File: src/rtl/mem_share_arb_pkg.sv
package mem_share_arb_pkg;
  typedef enum logic {
    ARB_IDLE = 1'b0,
    ARB_BUSY = 1'b1
  } arb_state_e;
endpackage

File: src/rtl/arb_pick.sv
module arb_pick #(
  parameter int N_PROC  = 2,
  parameter int N_CACHE = 2,
  localparam int N_REQ  = N_PROC * N_CACHE,
  localparam int IW     = (N_REQ > 1) ? $clog2(N_REQ) : 1
) (
  input  logic [N_REQ-1:0] cand,
  input  logic             last_vld,
  input  logic [IW-1:0]    last_id,
  output logic             win_vld,
  output logic [IW-1:0]    win_id
);
  logic             first_vld;
  logic [IW-1:0]    first_id;
  logic [N_REQ-1:0] others;
  logic [N_REQ-1:0] eff;

  // lowest pending index under fixed order
  always_comb begin
    first_vld = 1'b0;
    first_id  = '0;
    for (int i = N_REQ - 1; i >= 0; i--) begin
      if (cand[i]) begin
        first_vld = 1'b1;
        first_id  = IW'(i);
      end
    end
  end

  // pending caches that belong to a processor other than the last winner's
  always_comb begin
    others = '0;
    for (int i = 0; i < N_REQ; i++) begin
      if ((i / N_CACHE) != (int'(last_id) / N_CACHE)) others[i] = cand[i];
    end
  end

  assign eff = (last_vld && first_vld && (first_id == last_id) && (|others))
               ? others : cand;

  always_comb begin
    win_vld = 1'b0;
    win_id  = '0;
    for (int i = N_REQ - 1; i >= 0; i--) begin
      if (eff[i]) begin
        win_vld = 1'b1;
        win_id  = IW'(i);
      end
    end
  end
endmodule

File: src/rtl/arb_capture.sv
module arb_capture #(
  parameter int N_PROC  = 2,
  parameter int N_CACHE = 2,
  parameter int MAW     = 10,
  parameter int DW      = 32,
  localparam int N_REQ  = N_PROC * N_CACHE,
  localparam int IW     = (N_REQ > 1) ? $clog2(N_REQ) : 1
) (
  input  logic                  clk,
  input  logic                  rst,
  input  logic                  load,
  input  logic [IW-1:0]         sel,
  input  logic [N_REQ*MAW-1:0]  addr_flat,
  input  logic [N_PROC-1:0]     dc_we,
  input  logic [N_PROC*DW-1:0]  dc_wdata,
  output logic [MAW-1:0]        addr_q,
  output logic                  we_q,
  output logic [DW-1:0]         wdata_q
);
  int   sel_proc;
  logic sel_is_data;

  always_comb begin
    sel_proc    = int'(sel) / N_CACHE;
    sel_is_data = (int'(sel) % N_CACHE) == 0;
  end

  always_ff @(posedge clk) begin
    if (rst) begin
      addr_q  <= '0;
      we_q    <= 1'b0;
      wdata_q <= '0;
    end else if (load) begin
      addr_q <= addr_flat[int'(sel)*MAW +: MAW];
      if (sel_is_data) begin
        we_q    <= dc_we[sel_proc];
        wdata_q <= dc_wdata[sel_proc*DW +: DW];
      end else begin
        we_q    <= 1'b0;
        wdata_q <= '0;
      end
    end
  end
endmodule

File: src/rtl/arb_stall.sv
module arb_stall #(
  parameter int N_PROC  = 2,
  parameter int N_CACHE = 2,
  localparam int N_REQ  = N_PROC * N_CACHE
) (
  input  logic              busy,
  input  logic [N_REQ-1:0]  req,
  input  logic [N_REQ-1:0]  gnt_oh,
  output logic [N_PROC-1:0] stall
);
  for (genvar p = 0; p < N_PROC; p++) begin : g_proc
    localparam logic [N_REQ-1:0] PMASK = N_REQ'((2 ** N_CACHE) - 1) << (p * N_CACHE);
    assign stall[p] = busy && (|(req & ~gnt_oh & PMASK));
  end
endmodule

File: src/rtl/mem_share_arb.sv
module mem_share_arb #(
  parameter int N_PROC  = 2,
  parameter int N_CACHE = 2,
  parameter int MAW     = 10,
  parameter int DW      = 32,
  localparam int N_REQ  = N_PROC * N_CACHE,
  localparam int IW     = (N_REQ > 1) ? $clog2(N_REQ) : 1
) (
  input  logic                 clk,
  input  logic                 rst,
  input  logic [N_REQ-1:0]     req_i,
  input  logic [N_PROC-1:0]    dc_we_i,
  input  logic [N_REQ*MAW-1:0] addr_i,
  input  logic [N_PROC*DW-1:0] dc_wdata_i,
  input  logic                 mem_wait_i,
  input  logic                 mem_dvalid_i,
  output logic                 mem_req_o,
  output logic                 mem_we_o,
  output logic [MAW-1:0]       mem_addr_o,
  output logic [DW-1:0]        mem_wdata_o,
  output logic [N_REQ-1:0]     dvalid_o,
  output logic [N_PROC-1:0]    stall_o
);
  import mem_share_arb_pkg::*;

  arb_state_e       state_q;
  logic [IW-1:0]    gnt_q;
  logic [IW-1:0]    last_q;
  logic             last_vld_q;
  logic             busy;
  logic             done;
  logic             arb_en;
  logic [N_REQ-1:0] gnt_oh;
  logic [N_REQ-1:0] cand;
  logic             win_vld;
  logic [IW-1:0]    win_id;
  logic             cap_we;

  assign busy   = (state_q == ARB_BUSY);
  assign gnt_oh = busy ? (N_REQ'(1) << gnt_q) : '0;
  assign done   = busy && !mem_wait_i && (cap_we || mem_dvalid_i);
  assign arb_en = !busy || done;
  // the finishing requester still holds its request on the completing edge
  assign cand   = req_i & ~(done ? gnt_oh : '0);

  arb_pick #(.N_PROC(N_PROC), .N_CACHE(N_CACHE)) u_pick (
    .cand     (cand),
    .last_vld (last_vld_q),
    .last_id  (last_q),
    .win_vld  (win_vld),
    .win_id   (win_id)
  );

  always_ff @(posedge clk) begin
    if (rst) begin
      state_q    <= ARB_IDLE;
      gnt_q      <= '0;
      last_q     <= '0;
      last_vld_q <= 1'b0;
    end else if (arb_en) begin
      state_q <= win_vld ? ARB_BUSY : ARB_IDLE;
      if (win_vld) begin
        gnt_q      <= win_id;
        last_q     <= win_id;
        last_vld_q <= 1'b1;
      end
    end
  end

  arb_capture #(.N_PROC(N_PROC), .N_CACHE(N_CACHE), .MAW(MAW), .DW(DW)) u_cap (
    .clk       (clk),
    .rst       (rst),
    .load      (arb_en && win_vld),
    .sel       (win_id),
    .addr_flat (addr_i),
    .dc_we     (dc_we_i),
    .dc_wdata  (dc_wdata_i),
    .addr_q    (mem_addr_o),
    .we_q      (cap_we),
    .wdata_q   (mem_wdata_o)
  );

  arb_stall #(.N_PROC(N_PROC), .N_CACHE(N_CACHE)) u_stall (
    .busy   (busy),
    .req    (req_i),
    .gnt_oh (gnt_oh),
    .stall  (stall_o)
  );

  assign mem_req_o = busy;
  assign mem_we_o  = cap_we;
  assign dvalid_o  = done ? gnt_oh : '0;
endmodule

File: config.mk
export PLATFORM = sky130hd
export DESIGN_NAME = mem_share_arb
export DESIGN_NICKNAME = d
export VERILOG_FILES = /design/src/rtl/mem_share_arb_pkg.sv /design/src/rtl/arb_pick.sv /design/src/rtl/arb_capture.sv /design/src/rtl/arb_stall.sv /design/src/rtl/mem_share_arb.sv
export SDC_FILE = /design/constraint.sdc
export NUM_CORES = 1
export LEC_CHECK = 0
export BUFFER_PORTS_ARGS = -buffer_cell sky130_fd_sc_hd__buf_4
export CORE_AREA = 2 2 80 82
export CTS_BUF_LIST = sky130_fd_sc_hd__clkbuf_4 sky130_fd_sc_hd__clkbuf_8
export DETAILED_ROUTE_END_ITERATION = 10
export DIE_AREA = 0 0 82 84
export PLACE_DENSITY_LB_ADDON = 0.08
export REMOVE_ABC_BUFFERS = 1
export SLEW_MARGIN = 15
export SYNTH_ARGS = -nofsm -noshare
export SYNTH_HDL_FRONTEND = slang
export SYNTH_HIERARCHICAL = 1
export SYNTH_SLANG_ARGS = --single-unit
File: constraint.sdc
create_clock -name clk -period 3.5 [get_ports clk]
set_input_delay 0.7 -clock clk [delete_from_list [all_inputs] [get_ports clk]]
set_output_delay 0.7 -clock clk [all_outputs]
set_load 0.05 [all_outputs]
**Word level (Yosys, flattened, before mapping)**

Cells that the tools add are included.

- $mul: 1
- Magnitude comparators: 1
- Eq/ne operators: 1
- Shift operators: 3
- Mux-type cells: 28
- Bitwise gates (word level): 4
- Reduce and logical (&&, ||, !) cells: 17

Operator list:

| cell | count |
|---|---|
| indexed part select 64 x 7 -> 32 bit | 1 |
| indexed part select 40 x 32 -> 10 bit | 1 |
| zero test 32 bit | 1 |
| 2-to-1 mux 32 bit | 1 |
| 2-to-1 mux 1 bit | 16 |
| 2-to-1 mux 2 bit | 8 |
| 2-to-1 mux 4 bit | 3 |
| bitwise AND 4 bit | 2 |
| logical AND 1 bit | 8 |
| NOT 4 bit | 2 |
| multiplier 2 x 3 -> 5 bit, second input constant | 1 |
| OR reduction 2 bit | 2 |
| OR reduction 4 bit | 1 |
| << shifter 1 x 2 -> 4 bit, first input constant | 1 |
| == test 2 bit | 1 |
| zero test 1 bit | 2 |
| logical OR 1 bit | 2 |
| < comparator 1 x 2 -> 1 bit, second input constant | 1 |
| AND reduction 2 bit | 1 |

- Bits in registers: 47
- Bits of input ports: 114
- Output and inout bits: 50
- Word-level logic and storage cells: 61

**Longest topological paths before layout**

Gate-level depths: netlist (run 1).

- Depth in word-level cells: 21
- Mapped depth: 11
- Depth with buffers taken out: 9

**By module**

Netlist (run 1), hierarchy kept.

By module, submodules not included:

| module | times used | cells each | area each (µm²) | sequential area each (µm²) |
|---|---|---|---|---|
| arb_capture | 1 | 226 | 2219.6 | 860.8 |
| mem_share_arb | 1 | 32 | 260.2 | 80.1 |
| arb_pick | 1 | 9 | 60.1 | 0.0 |
| arb_stall | 1 | 6 | 47.5 | 0.0 |

**Worst setup path after synthesis (run 1)**

OpenSTA, ideal clock, no wires.

- Kind: input -> register
- Start: in mem_wait_i
- End: reg u_cap.wdata_q[10]
- Library setup time: 128 ps
- Arrival time: 4206 ps
- Data required time: 3372 ps
- Setup slack: -833 ps
- Stages: 11
- Path buffers: 3
- Path through: nand2b_2 nor4_1 nor2b_1 or4_1 a21boi_1 buf_2 and2b_2 buf_2 buf_2 a21oi_1 nor2_1

- Elaborated cells on any way between the ends: 37
- Classes of those cells: eq/ne (1); shift (1); mux (23); bitwise (2); reduce/logical (10)

RTL lines:

| what | RTL line | RTL |
|---|---|---|
| from (decl) | mem_share_arb.sv:15 | `input logic mem_wait_i,` |
| zero test 1 bit * | mem_share_arb.sv:41 | `assign done = busy && !mem_wait_i && (cap_we \|\| mem_dvalid_i);` |
| logical AND 1 bit * (2 in series) | mem_share_arb.sv:41 |  |
| 2-to-1 mux 4 bit * | n/a |  |
| via dvalid_o[0] | mem_share_arb.sv:21 | `output logic [N_REQ-1:0] dvalid_o,` |
| NOT 4 bit * | mem_share_arb.sv:44 | `assign cand = req_i & ~(done ? gnt_oh : '0);` |
| bitwise AND 4 bit * | mem_share_arb.sv:44 |  |
| via cand[0] | mem_share_arb.sv:34 | `logic [N_REQ-1:0] cand;` |
| 2-to-1 mux 2 bit or 2-to-1 mux 1 bit (tied branches) | arb_pick.sv:23 | `if (cand[i]) begin` |
| == test 2 bit or logical AND 1 bit (tied branches) | arb_pick.sv:38 | `assign eff = (last_vld && first_vld && (first_id == last_id) && (\|others))` |
| logical AND 1 bit (2 in series) | arb_pick.sv:38 |  |
| 2-to-1 mux 4 bit * | arb_pick.sv:39 | `? others : cand;` |
| 2-to-1 mux 1 bit (3 in series) | arb_pick.sv:45 | `if (eff[i]) begin` |
| 2-to-1 mux 1 bit * | arb_pick.sv:45 |  |
| via win_vld | mem_share_arb.sv:35 | `logic win_vld;` |
| logical AND 1 bit * | mem_share_arb.sv:73 | `.load (arb_en && win_vld),` |
| to (signal assigned) | arb_capture.sv:37 | `wdata_q <= dc_wdata[sel_proc*DW +: DW];` |
| to (decl) | arb_capture.sv:18 | `output logic [DW-1:0] wdata_q` |

The timed path passes the listed nets; every way through them passes the cells marked *.
A chain may end at the register's enable or synchronous reset.

**Final worst setup path (run 1)**

- Start: in mem_wait_i
- End: reg u_cap.wdata_q[6]

- Elaborated cells on any way between the ends: 37
- Classes of those cells: eq/ne (1); shift (1); mux (23); bitwise (2); reduce/logical (10)

RTL lines:

| what | RTL line |
|---|---|
| zero test 1 bit * | mem_share_arb.sv:41 |
| logical AND 1 bit * (2 in series) | mem_share_arb.sv:41 |
| 2-to-1 mux 4 bit * | mem_share_arb.sv:44 |
| NOT 4 bit * | mem_share_arb.sv:44 |
| bitwise AND 4 bit * | mem_share_arb.sv:44 |
| via cand[1] | mem_share_arb.sv:34 |
| 2-to-1 mux 2 bit or 2-to-1 mux 1 bit (tied branches) (2 in series) | arb_pick.sv:23 |
| == test 2 bit or logical AND 1 bit (tied branches) | arb_pick.sv:38 |
| logical AND 1 bit (2 in series) | arb_pick.sv:38 |
| 2-to-1 mux 4 bit * | arb_pick.sv:39 |
| 2-to-1 mux 1 bit (3 in series) | arb_pick.sv:45 |
| 2-to-1 mux 1 bit * | arb_pick.sv:45 |
| via win_vld | mem_share_arb.sv:35 |
| logical AND 1 bit * | mem_share_arb.sv:73 |

Marks and branches as above.

==> results.md, run 1 <==
* Worst-path clk slew at approximately 0.080 ns
* Violation count after the first detailed-route iteration at 51
* Total CTS buffers at 5
* Hold path cells at 2
* Worst-Skew Late Latency at 0.29 ns
* FF-to-FF setup slack at 0.65 ns
* Post-DP Area at about 3800 um2
* Largest fanout on the critical path at 33
* WL/cell at 13.97 um
* Layout area overhead at 52.71%
* Hold crit path type: reg2reg
* Final Max Tran Viols at 0
* Post-synth ARST share at 0%
* Layout net count at 541
* Distinct cell type count after synthesis at 31
* Final instance area at 3951 um2
* Clock Sinks at 47
* Hold endpoint: u_cap/addr_q[4]
* Beginning of the worst hold path: u_cap/addr_q[4]
* Gr usage total at 20.92%
* Ant. Diodes at 0
* Slew @ Worst Pin at 0.6510 ns
* LEAKAGE at 0.001835 uW
* Final setup margin at 0.6073 ns
* First-pass GRT wire length at 11.40 mm
* CTS hold repair buffers at 0
* Largest net degree at the start of global routing at 50
* Slowest cell on crit path: or4_1
* Setup Buffers After CTS at 0
* Mapped Area at 2587 um2
* Primary FF master, synth: dfxtp_1
* Critical path class: in2reg
* Cells after synthesis at 273
* Sequential area share after synthesis at between 30% and 40%
* Layout cells sized above 1 at 52.93%
* Number of max-cap violations at 0
* Critical R2R Launch: mem_req_o
* Core Footprint at between 6000 and 7000 um2
* Vias in the first global route at 2470
* DRT Pass-1 Iters at 4
* Max Freq at ~0.35 GHz
* Die Height at roughly 84 um
* Final core occ at 64.82%
* Req. time, crit path at 3.66 ns
* R2R Path End: u_cap/wdata_q[6]
* Crit path max-delay family: simple AND/OR/NAND/NOR gates
* Setup violators final at 0
* WP data arrival at 3.06 ns
* Post-synthesis register bit count at 47
* Final ANT Viol Nets at 0
* Clock Path Buffers at 2
* HPWL after DPL at roughly 5.2 mm
* Initial antenna violation count at 0
* Worst R2R Path Depth at 8
* Main combinational cell family by area after synthesis: multiplexers
* Die area at 6888 um2
* DRC Markers at 0
* Fin crit period at 2.893 ns
* CTS tree: yes
* Placement-stage worst setup slack at 0.3269 ns
* Setup crit end kind: flop
* Std cell rows at 29
* Post-synth EDFFs at 0
* # H-tree levels at 2
* RSZ-0062 raised after global routing: no
* Routed wire length at between 7 and 8 mm
* Slew headroom at 56.60%
* Synth Warn # at 6
* Xor/xnor share of the synthesized area at 0%
* Clk_skew at approximately 0.0075 ns
* CTS resizes at 0
* Mux cell area share after synthesis at 27.71%
* GPL Wtd Cong at 0.7334
* Compound-cell area share of the yosys netlist at under 10%
* Peak supply drop at 222.6 uV
* Slowest Stage Delay on Critical Path at 0.56 ns
* CP startpoint kind: primary input
* Cells along the critical path: buf_4 > nand2b_2 > or3b_4 > o21a_1 > or4_1 > a21boi_4 > and2b_2 > a21oi_1 > nor2_1
* # fillers at around 540
* Tcrit/Tclk final at about 83%
* Gr ovfl total at 0
* Largest cells by area after synthesis: dfxtp_1 (36%), mux2_2 (14%), mux4_2 (8.7%)
* Most frequent cell after synthesis: nor2_1
* Buf/Inv on CP at 1
* Outcome: finished, final reports clean
* Synth top area share at 36.36%
* Clk Tree Root Cell: clkbuf_8
* Avg Inst Size Synth at approximately 9.5 um2
* Power Density at around 420 nW/um2
* Simple-Gate Fraction of Synth Area at approximately a fifth
* Initial Utilization at 42.45%
* Commonest cells post-synth: nor2_1 (50), dfxtp_1 (47), nor2b_1 (35), a21oi_1 (34), mux2_2 (33)
* Endpoints failing hold at 0
* Cell taking the most area after synthesis: dfxtp_1
* IO Count at 164
* Via/cell ratio at 4.980
* Die X at 82 um
* Vias at 2510
* Adder-cell share of the synthesized area at 0%
* PortBufs at 163
==> cell usage in the layout, fill, tap and decap left out, drive strengths merged, types with 2 or more instances in the layout <==
cell type	instances
nand2b	9
nor4	2
mux2i	12
mux2	33
nor3b	3
a21oi	34
nor2b	35
o21a	2
buf	167
mux4	10
clkbuf	6
nor2	50
a21boi	3
dfxtp	47
inv	2
==> per-layer routing <==
layer | up-vias | share of wire [%] | GRT usage [%]
met5 | - | 0 | 0
met1 | 1165 | 40 | 24.73
met2 | 87 | 51 | 36.44
met3 | 10 | 7.3 | 5.411
met4 | 0 | 1.5 | 6.212
li1 | 1248 | - | -
==> sequential cells by signal, indices dropped and copies added (netlist names) <==
name,cells
u_cap/wdata_q,32
last_vld_q,1
u_cap/addr_q,10
last_q,2
u_cap/we_q,1
mem_req_o,1
==> tightest hold or removal path, delay by kind of cell, from the launching register on <==
kind	cells	cell delay, ns
simple gates	1	0.07
flops	1	0.34
mux	1	0.07
==> where the power goes <==
part	leakage (uW)	switching, uW	internal (uW)	total [uW]
clock	0.0000547	166	217	383
combinational	0.00139	352	293	645
sequential	0.000386	30.1	584	614
==> metrics by stage <==
stage                     hold WS [ns]  total power (uW)  setup TNS [ns]  instances
final                           0.5047              1643               0        504
after detailed placement        0.4886              1273               0        497
after global placement          0.4760              1265               0        497
after CTS                       0.5080              1666               0        504
after global routing            0.5369              1736               0        504
after floorplan                 0.4720              1030          -66.58        253
==> logic make-up after synthesis <==
kind of cell	Yosys count
multiplexers	55
flip-flops	47
AND/OR/NAND/NOR	105
AO/OA/AOI/OAI	44
buffers and inverters	22
==> how the worst max path moves through the flow <==
stage | slack, ns | endpoint | start | depth (start not counted)
3_3_place_gp | 0.38 | u_cap/wdata_q[28] | mem_wait_i | 9
4_1_cts | 0.64 | u_cap/wdata_q[7] | mem_wait_i | 9
3_5_place_dp | 0.33 | u_cap/wdata_q[7] | mem_wait_i | 9
5_1_grt | 0.44 | u_cap/wdata_q[1] | mem_req_o | 8
2_1_floorplan | -1.58 | u_cap/addr_q[0] | mem_wait_i | 8
6_report | 0.61 | u_cap/wdata_q[6] | mem_wait_i | 9
==> layout make-up <==
cell class	instances	area (um2)	area share, %
Tap cell	77	96.34	2.438
Inverter	2	7.507	0.1900
Multi-Input combinational cell	204	1534	38.82
Clock inverter	1	30.03	0.7600
Timing Repair Buffer	167	1266	32.05
Sequential cell	47	940.9	23.81
Clock buffer	6	76.32	1.932
No activity file was read; power rests on OpenSTA's default activity.
==> run 2: changes to the inputs <==
--- a/config.mk
+++ b/config.mk
@@ -6,10 +6,10 @@
 export NUM_CORES = 1
 export LEC_CHECK = 0
 export BUFFER_PORTS_ARGS = -buffer_cell sky130_fd_sc_hd__buf_4
-export CORE_AREA = 2 2 80 82
+export CORE_AREA = 2 2 84 86
 export CTS_BUF_LIST = sky130_fd_sc_hd__clkbuf_4 sky130_fd_sc_hd__clkbuf_8
 export DETAILED_ROUTE_END_ITERATION = 10
-export DIE_AREA = 0 0 82 84
+export DIE_AREA = 0 0 86 88
 export PLACE_DENSITY_LB_ADDON = 0.08
 export REMOVE_ABC_BUFFERS = 1
 export SLEW_MARGIN = 15
==> constraint.sdc (replaced) <==
create_clock -name clk -period 2.4 [get_ports clk]
set_input_delay 0.48 -clock clk [delete_from_list [all_inputs] [get_ports clk]]
set_output_delay 0.48 -clock clk [all_outputs]
set_load 0.05 [all_outputs]
==> run 2 against run 1 <==
The run now ends with negative setup slack left. Design area up 12%. Core utilization up 1.6 points. Global-route usage down 2.1 points. Clock-buffer cell count up 1. Hold slack worse by 0.0047 ns. Critical endpoint is now u_cap/wdata_q[5]. Largest cell class unchanged.
==> results.md, run 2 (synthesized netlist as in run 1, its figures left out) <==
* Outcome: complete, but fails checks (was finished, final reports clean)
* Failing checks: negative setup slack
* Setup crit end kind: flop (unchanged)
* Violation count after the first detailed-route iteration at 53 (was 51)
* LEAKAGE at 0.002024 uW (was 0.001835 uW)
* Peak supply drop at 279.8 uV (was 222.6 uV)
* Total CTS buffers at 5 (unchanged)
* Gr usage total at 18.87% (was 20.92%)
* Clock Path Buffers at 2 (unchanged)
* Worst-path clk slew at 0.09 ns (was 0.08 ns)
* Die X at 86 um (was 82 um)
* Critical path class: in2reg (unchanged)
* Worst R2R Path Depth at 9 (was 8)
* Ant. Diodes at 0 (unchanged)
* Net switching power at 881.9 uW (was 548.4 uW)
* CTS tree: yes (unchanged)
* Worst Hold Slack at 0.5000 ns (was 0.5047 ns)
* Largest net degree at the start of global routing at 50 (unchanged)
* WL/cell at 14.71 um (was 13.97 um)
* Clock Sinks at 47 (unchanged)
* Combinational share of power at 44.2% (was 39.3%)
* DRT Pass-1 Iters at 4 (unchanged)
* Clk Tree Root Cell: clkbuf_8 (unchanged)
* PortBufs at 163 (unchanged)
* IO Count at 164 (unchanged)
* Internal power at 1650 uW (was 1094 uW)
* Die area at 7568 um2 (was 6888 um2)
* Hold crit path type: reg2reg (unchanged)
* Fin crit period at about 2.4 ns
* Worst-Skew Late Latency at 0.29 ns (about the same)
* Sequential power share at 35.2% (was 37.4%)
* Max reg flops at 32 (unchanged)
* Final setup margin at -0.01872 ns (was 0.6073 ns)
* Core Footprint at 6644 um2 (was 6096 um2)
* Gr ovfl total at 0 (unchanged)
* Initial Utilization at 38.95% (was 42.45%)
* First-pass GRT wire length at 11.45 mm (was 11.40 mm)
* Setup violators final at 9 (was 0)
* Clk_skew at 0.006635 ns (was 0.007519 ns)
* Via/cell ratio at 4.859 (was 4.980)
* Slowest cell on crit path: or4_4 (was or4_1)
* GPL Wtd Cong at 0.8043 (was 0.7334)
* Sw frac at 34.84% (was 33.38%)
* Vias at 2585 (was 2510)
* Most frequent cells in the layout: buf_4 (182), nor2_1 (48), dfxtp_1 (43), mux2_2 (33), nor2b_1 (30) (was buf_4 (166), nor2_1 (50), dfxtp_1 (47), nor2b_1 (35), a21oi_1 (34))
* Final Max Tran Viols at 0 (unchanged)
* Commonest non-fill, non-tap cell in the layout: buf_4 (unchanged)
* Critical R2R Launch: mem_req_o (unchanged)
* Layout cells sized above 1 at 63.72% (was 52.93%)
* HPWL after DPL at 5.583 mm (was 5.156 mm)
* Largest fanout on the critical path at 13 (was 33)
* CTS hold repair buffers at 0 (unchanged)
* Placement-stage worst setup slack at -0.4074 ns (was 0.3269 ns)
* Largest reg by FF count: u_cap/wdata_q (unchanged)
* Std cell rows at 30 (was 29)
* Req. time, crit path at 2.57 ns (was 3.66 ns)
* Final core occ at 66.38% (was 64.82%)
* RSZ-0062 raised after global routing: yes (was no)
* Worst setup path endpoint: u_cap/wdata_q[5] (was u_cap/wdata_q[6])
* Biggest registers after layout: u_cap/wdata_q x32, u_cap/addr_q x10, last_q x2 (unchanged)
* Layout net count at 565 (was 541)
* Cells along the critical path: buf_6 > nand2b_4 > or3b_4 > o21a_4 > or4_4 > a21boi_4 > and2b_4 > clkbuf_16 > a21oi_1 > nor2_1 (was buf_4 > nand2b_2 > or3b_4 > o21a_1 > or4_1 > a21boi_4 > and2b_2 > a21oi_1 > nor2_1)
* Part of the power in the clock network at 20.7% (was 23.3%)
* CP startpoint kind: primary input (unchanged)
* Number of max-cap violations at 0 (unchanged)
* WP data arrival at 2.59 ns (was 3.06 ns)
* # H-tree levels at 2 (unchanged)
* R2R Path End: u_cap/wdata_q[5] (was u_cap/wdata_q[6])
* Initial antenna violation count at 0 (unchanged)
* Total power at 2532 uW (was 1643 uW)
* Die Height at 88 um (was 84 um)
* Slew headroom at 68.06% (was 56.60%)
* Tcrit/Tclk final at 100.8%
* Slew @ Worst Pin at 0.4791 ns (was 0.6510 ns)
* Endpoints failing hold at 0 (unchanged)
* Fin Setup TNS at -0.07535 ns (was 0 ns)
* Final ANT Viol Nets at 0 (unchanged)
* Crit. Startpoint: mem_wait_i (unchanged)
* Layout area overhead at 70.45% (was 52.71%)
* FF-to-FF setup slack at -0.02 ns (was 0.65 ns)
* Power Density at 574.0 nW/um2 (was 415.8 nW/um2)
* Vias in the first global route at 2469 (was 2470)
* DRC Markers at 0 (unchanged)
* Slowest Stage Delay on Critical Path at 0.53 ns (was 0.56 ns)
* Routed wire length at 7.824 mm (was 7.040 mm)
* Max Freq at ~0.41 GHz
==> run 2: worst min-delay path by stage <==
stage                               start         endpoint  slack (ns)  depth (start not counted)
after floorplan                last_vld_q       last_vld_q        0.47                          1
after global placement    u_cap/addr_q[3]  u_cap/addr_q[3]        0.48                          2
after detailed placement  u_cap/addr_q[9]  u_cap/addr_q[9]        0.49                          2
after CTS                 u_cap/addr_q[6]  u_cap/addr_q[6]        0.51                          2
after global routing           last_vld_q       last_vld_q        0.53                          1
final                     u_cap/addr_q[6]  u_cap/addr_q[6]        0.50                          2
==> run 2: critical path: cells and delay by family <==
kind / cells / cell delay [ns]
compound gates: 3 / 0.52
buf+inv: 2 / 0.27
simple gates: 5 / 1.31
==> run 2: through the flow <==
stage / cells / cell area [um2]
floorplan: 253 / 2467
global placement: 518 / 4009
detailed placement: 518 / 4009
CTS: 528 / 4228
global route: 532 / 4410
finish: 532 / 4410
==> run 2: cell type report <==
type                    count  area (um2)
well taps                  80       100.1
flip-flops and latches     47       945.9
fillers                   552        2233
clock inverters             1       7.507
clock buffers               7       96.34
inverters                   2       7.507
multi-input cells         204        1718
repair buffers            191        1535
==> run 2: repair_timing <==
item                                   CTS  global route
endpoints found under the hold margin    0             0
resized for setup                       16            34
setup endpoints to repair               43            43
gates cloned                             1             2
buffers inserted                         1             2
==> run 2: power groups by stage <==
stage / clock network (uW) / logic [uW] / registers [uW]
final: 523 / 1120 / 890
after global routing: 578 / 1180 / 900
after CTS: 537 / 1050 / 889
after detailed placement: 0 / 1010 / 904
after global placement: 0 / 999 / 903
after floorplan: 0 / 363 / 1140
==> run 2: per-layer routing <==
| layer | routed length [um] | GRT usage, % | vias up |
|---|---|---|---|
| li1 | - | - | 1295 |
| met1 | 3173 | 22.44 | 1190 |
| met2 | 3906 | 33.19 | 100 |
| met3 | 745 | 6.692 | 0 |
| met4 | 0 | 3.463 | 0 |
| met5 | 0 | 0 | - |
==> run 3: changes to the inputs <==
--- a/config.mk
+++ b/config.mk
@@ -12,6 +12,7 @@
 export DIE_AREA = 0 0 86 88
 export PLACE_DENSITY_LB_ADDON = 0.08
 export REMOVE_ABC_BUFFERS = 1
+export SKIP_CTS_REPAIR_TIMING = 1
 export SLEW_MARGIN = 15
 export SYNTH_ARGS = -nofsm -noshare
 export SYNTH_HDL_FRONTEND = slang
==> run 3 against run 2 <==
Critical endpoint is now u_cap/addr_q[8]. Power increased by 1.2%. Final cell count increased by 0.56%. The run still ends with negative setup slack left. Non-clock buffer count increased by 3. Worst setup slack got worse by 0.064 ns. Clock skew increased by 0.0022 ns. Sequential share of layout area decreased by 0.37 points. Core utilization increased by 0.98 points. Via count increased by 2.8%. Critical path depth increased by 1.
==> results.md, run 3 (synthesized netlist as in run 1, its figures left out) <==
* Routed wire length at 8.165 mm (was 7.824 mm)
* First-pass GRT wire length at 11.19 mm (was 11.45 mm)
* Most frequent cells in the layout: buf_4 (182), nor2_1 (49), dfxtp_1 (45), nor2b_1 (34), mux2_2 (33) (was buf_4 (182), nor2_1 (48), dfxtp_1 (43), mux2_2 (33), nor2b_1 (30))
* Max reg flops at 32 (unchanged)
* Number of max-cap violations at 0 (unchanged)
* Vias in the first global route at 2428 (was 2469)
* DRC Markers at 0 (unchanged)
* IO Count at 164 (unchanged)
* Dpl cells at 518 (unchanged)
* Setup crit end kind: flop (unchanged)
* Max Freq at 0.4028 GHz (was 0.4134 GHz)
* CTS tree: yes (unchanged)
* Fin crit period at 2.483 ns (was 2.419 ns)
* Biggest registers after layout: u_cap/wdata_q x32, u_cap/addr_q x10, last_q x2 (unchanged)
* Largest net degree at the start of global routing at 50 (unchanged)
* Slew headroom at 67.70% (was 68.06%)
* Violation count after the first detailed-route iteration at 51 (was 53)
* Placement-stage worst setup slack at -0.4074 ns (unchanged)
* Gr usage total at 18.35% (was 18.87%)
* Std cell rows at 30 (unchanged)
* WL/cell at 15.26 um (was 14.71 um)
* Vias at 2657 (was 2585)
* PortBufs at 163 (unchanged)
* Outcome: complete, but fails checks (unchanged)
* Initial antenna violation count at 0 (unchanged)
* Core Footprint at 6644 um2 (unchanged)
* Gr ovfl total at 0 (unchanged)
* Clk_skew at 0.008785 ns (was 0.006635 ns)
* Die Height at 88 um (unchanged)
* Final instance area at 4476 um2 (was 4410 um2)
* Slew @ Worst Pin at 0.4845 ns (was 0.4791 ns)
* HPWL after DPL at 5.583 mm (unchanged)
* FF-to-FF setup slack at -0.05 ns (was -0.02 ns)
* Largest fanout on the critical path at 5 (was 13)
* Endpoints failing hold at 0 (unchanged)
* Layout net count at 568 (was 565)
* Largest reg by FF count: u_cap/wdata_q (unchanged)
* Clk Tree Root Cell: clkbuf_8 (unchanged)
* Tcrit/Tclk final at 103.4% (was 100.8%)
* Commonest non-fill, non-tap cell in the layout: buf_4 (unchanged)
* # H-tree levels at 2 (unchanged)
* Cell Count, Final, Fillers Out at 535 (was 532)
* CP startpoint kind: primary input (unchanged)
* Initial Utilization at 38.95% (unchanged)
* Die X at 86 um (unchanged)
* Critical path class: in2reg (unchanged)
* Layout area overhead at 72.97% (was 70.45%)
* Setup violators final at 38 (was 9)
* Final ANT Viol Nets at 0 (unchanged)
* Ant. Diodes at 0 (unchanged)
* Worst-Skew Late Latency at 0.29 ns (about the same)
* Final setup margin at -0.08260 ns (was -0.01872 ns)
* Final Max Tran Viols at 0 (unchanged)
* LEAKAGE at 0.002054 uW (was 0.002024 uW)
* Power Density at 572.4 nW/um2 (was 574.0 nW/um2)
* Via/cell ratio at 4.966 (was 4.859)
* Failing checks: negative setup slack (unchanged)
* WP data arrival at 2.65 ns (was 2.59 ns)
* Worst-path clk slew at 0.08 ns (was 0.09 ns)
* Req. time, crit path at 2.57 ns (about the same)
* DRT Pass-1 Iters at 4 (unchanged)
* Clock Sinks at 47 (unchanged)
* Clock Path Buffers at 2 (unchanged)
* Post-DP Area at 4009 um2 (unchanged)
* Layout cells sized above 1 at 64.40% (was 63.72%)
* RSZ-0062 raised after global routing: yes (unchanged)
* GPL Wtd Cong at 0.8043 (unchanged)
* Hold crit path type: reg2reg (unchanged)
* Final core occ at 67.36% (was 66.38%)
* Total CTS buffers at 5 (unchanged)
* Die area at 7568 um2 (unchanged)
* Peak supply drop at 299.6 uV (was 279.8 uV)
run 3: area by class of cell:
cell class                      instances  area (um2)
Fill cell                             549        2168
Sequential cell                        47       943.4
Tap cell                               80       100.1
Multi-Input combinational cell        204        1738
Timing Repair Buffer                  194        1583
Clock buffer                            7       96.34
Inverter                                2       7.507
Clock inverter                          1       7.507
run 3: per-stage QoR:
stage	power [uW]	setup TNS (ns)	hold WS (ns)
finish	2562	-1.756	0.5000
global route	2700	-4.609	0.5298
CTS	2438	-2.566	0.5072
detailed placement	1914	-16.76	0.4891
global placement	1901	-15.00	0.4755
floorplan	1502	-117.39	0.4720
run 3: layer usage:
layer | vias up | share of wire [%] | GRT usage (%)
met5 | - | 0 | 0
met3 | 6 | 10 | 6.975
met2 | 113 | 51 | 32.14
li1 | 1300 | - | -
met4 | 0 | 0.80 | 3.463
met1 | 1238 | 38 | 21.63
run 3: power breakdown:
| group | switching, uW | internal, uW |
|---|---|---|
| Clock | 257 | 262 |
| Sequential | 36.1 | 852 |
| Combinational | 601 | 553 |
| Total | 894 | 1670 |
run 3: critical path: stages:
cell and delay (ns):
buf_4 0.11, nand2b_4 0.13, or3b_4 0.40, o21a_4 0.24, nor2_4 0.12, a2bb2oi_2 0.20
o21ai_4 0.11, buf_12 0.15, mux4_2 0.44, mux2i_1 0.20, nor2_1 0.07
run 3: worst paths after layout:
| check | from | cells past startpoint | to |
|---|---|---|---|
| worst max-delay path | mem_wait_i | 11 | u_cap/addr_q[8] |
| worst min-delay path | u_cap/addr_q[9] | 2 | u_cap/addr_q[9] |
| worst min register to register | u_cap/addr_q[9] | 2 | u_cap/addr_q[9] |
| worst max register to register | mem_req_o | 10 | u_cap/addr_q[8] |
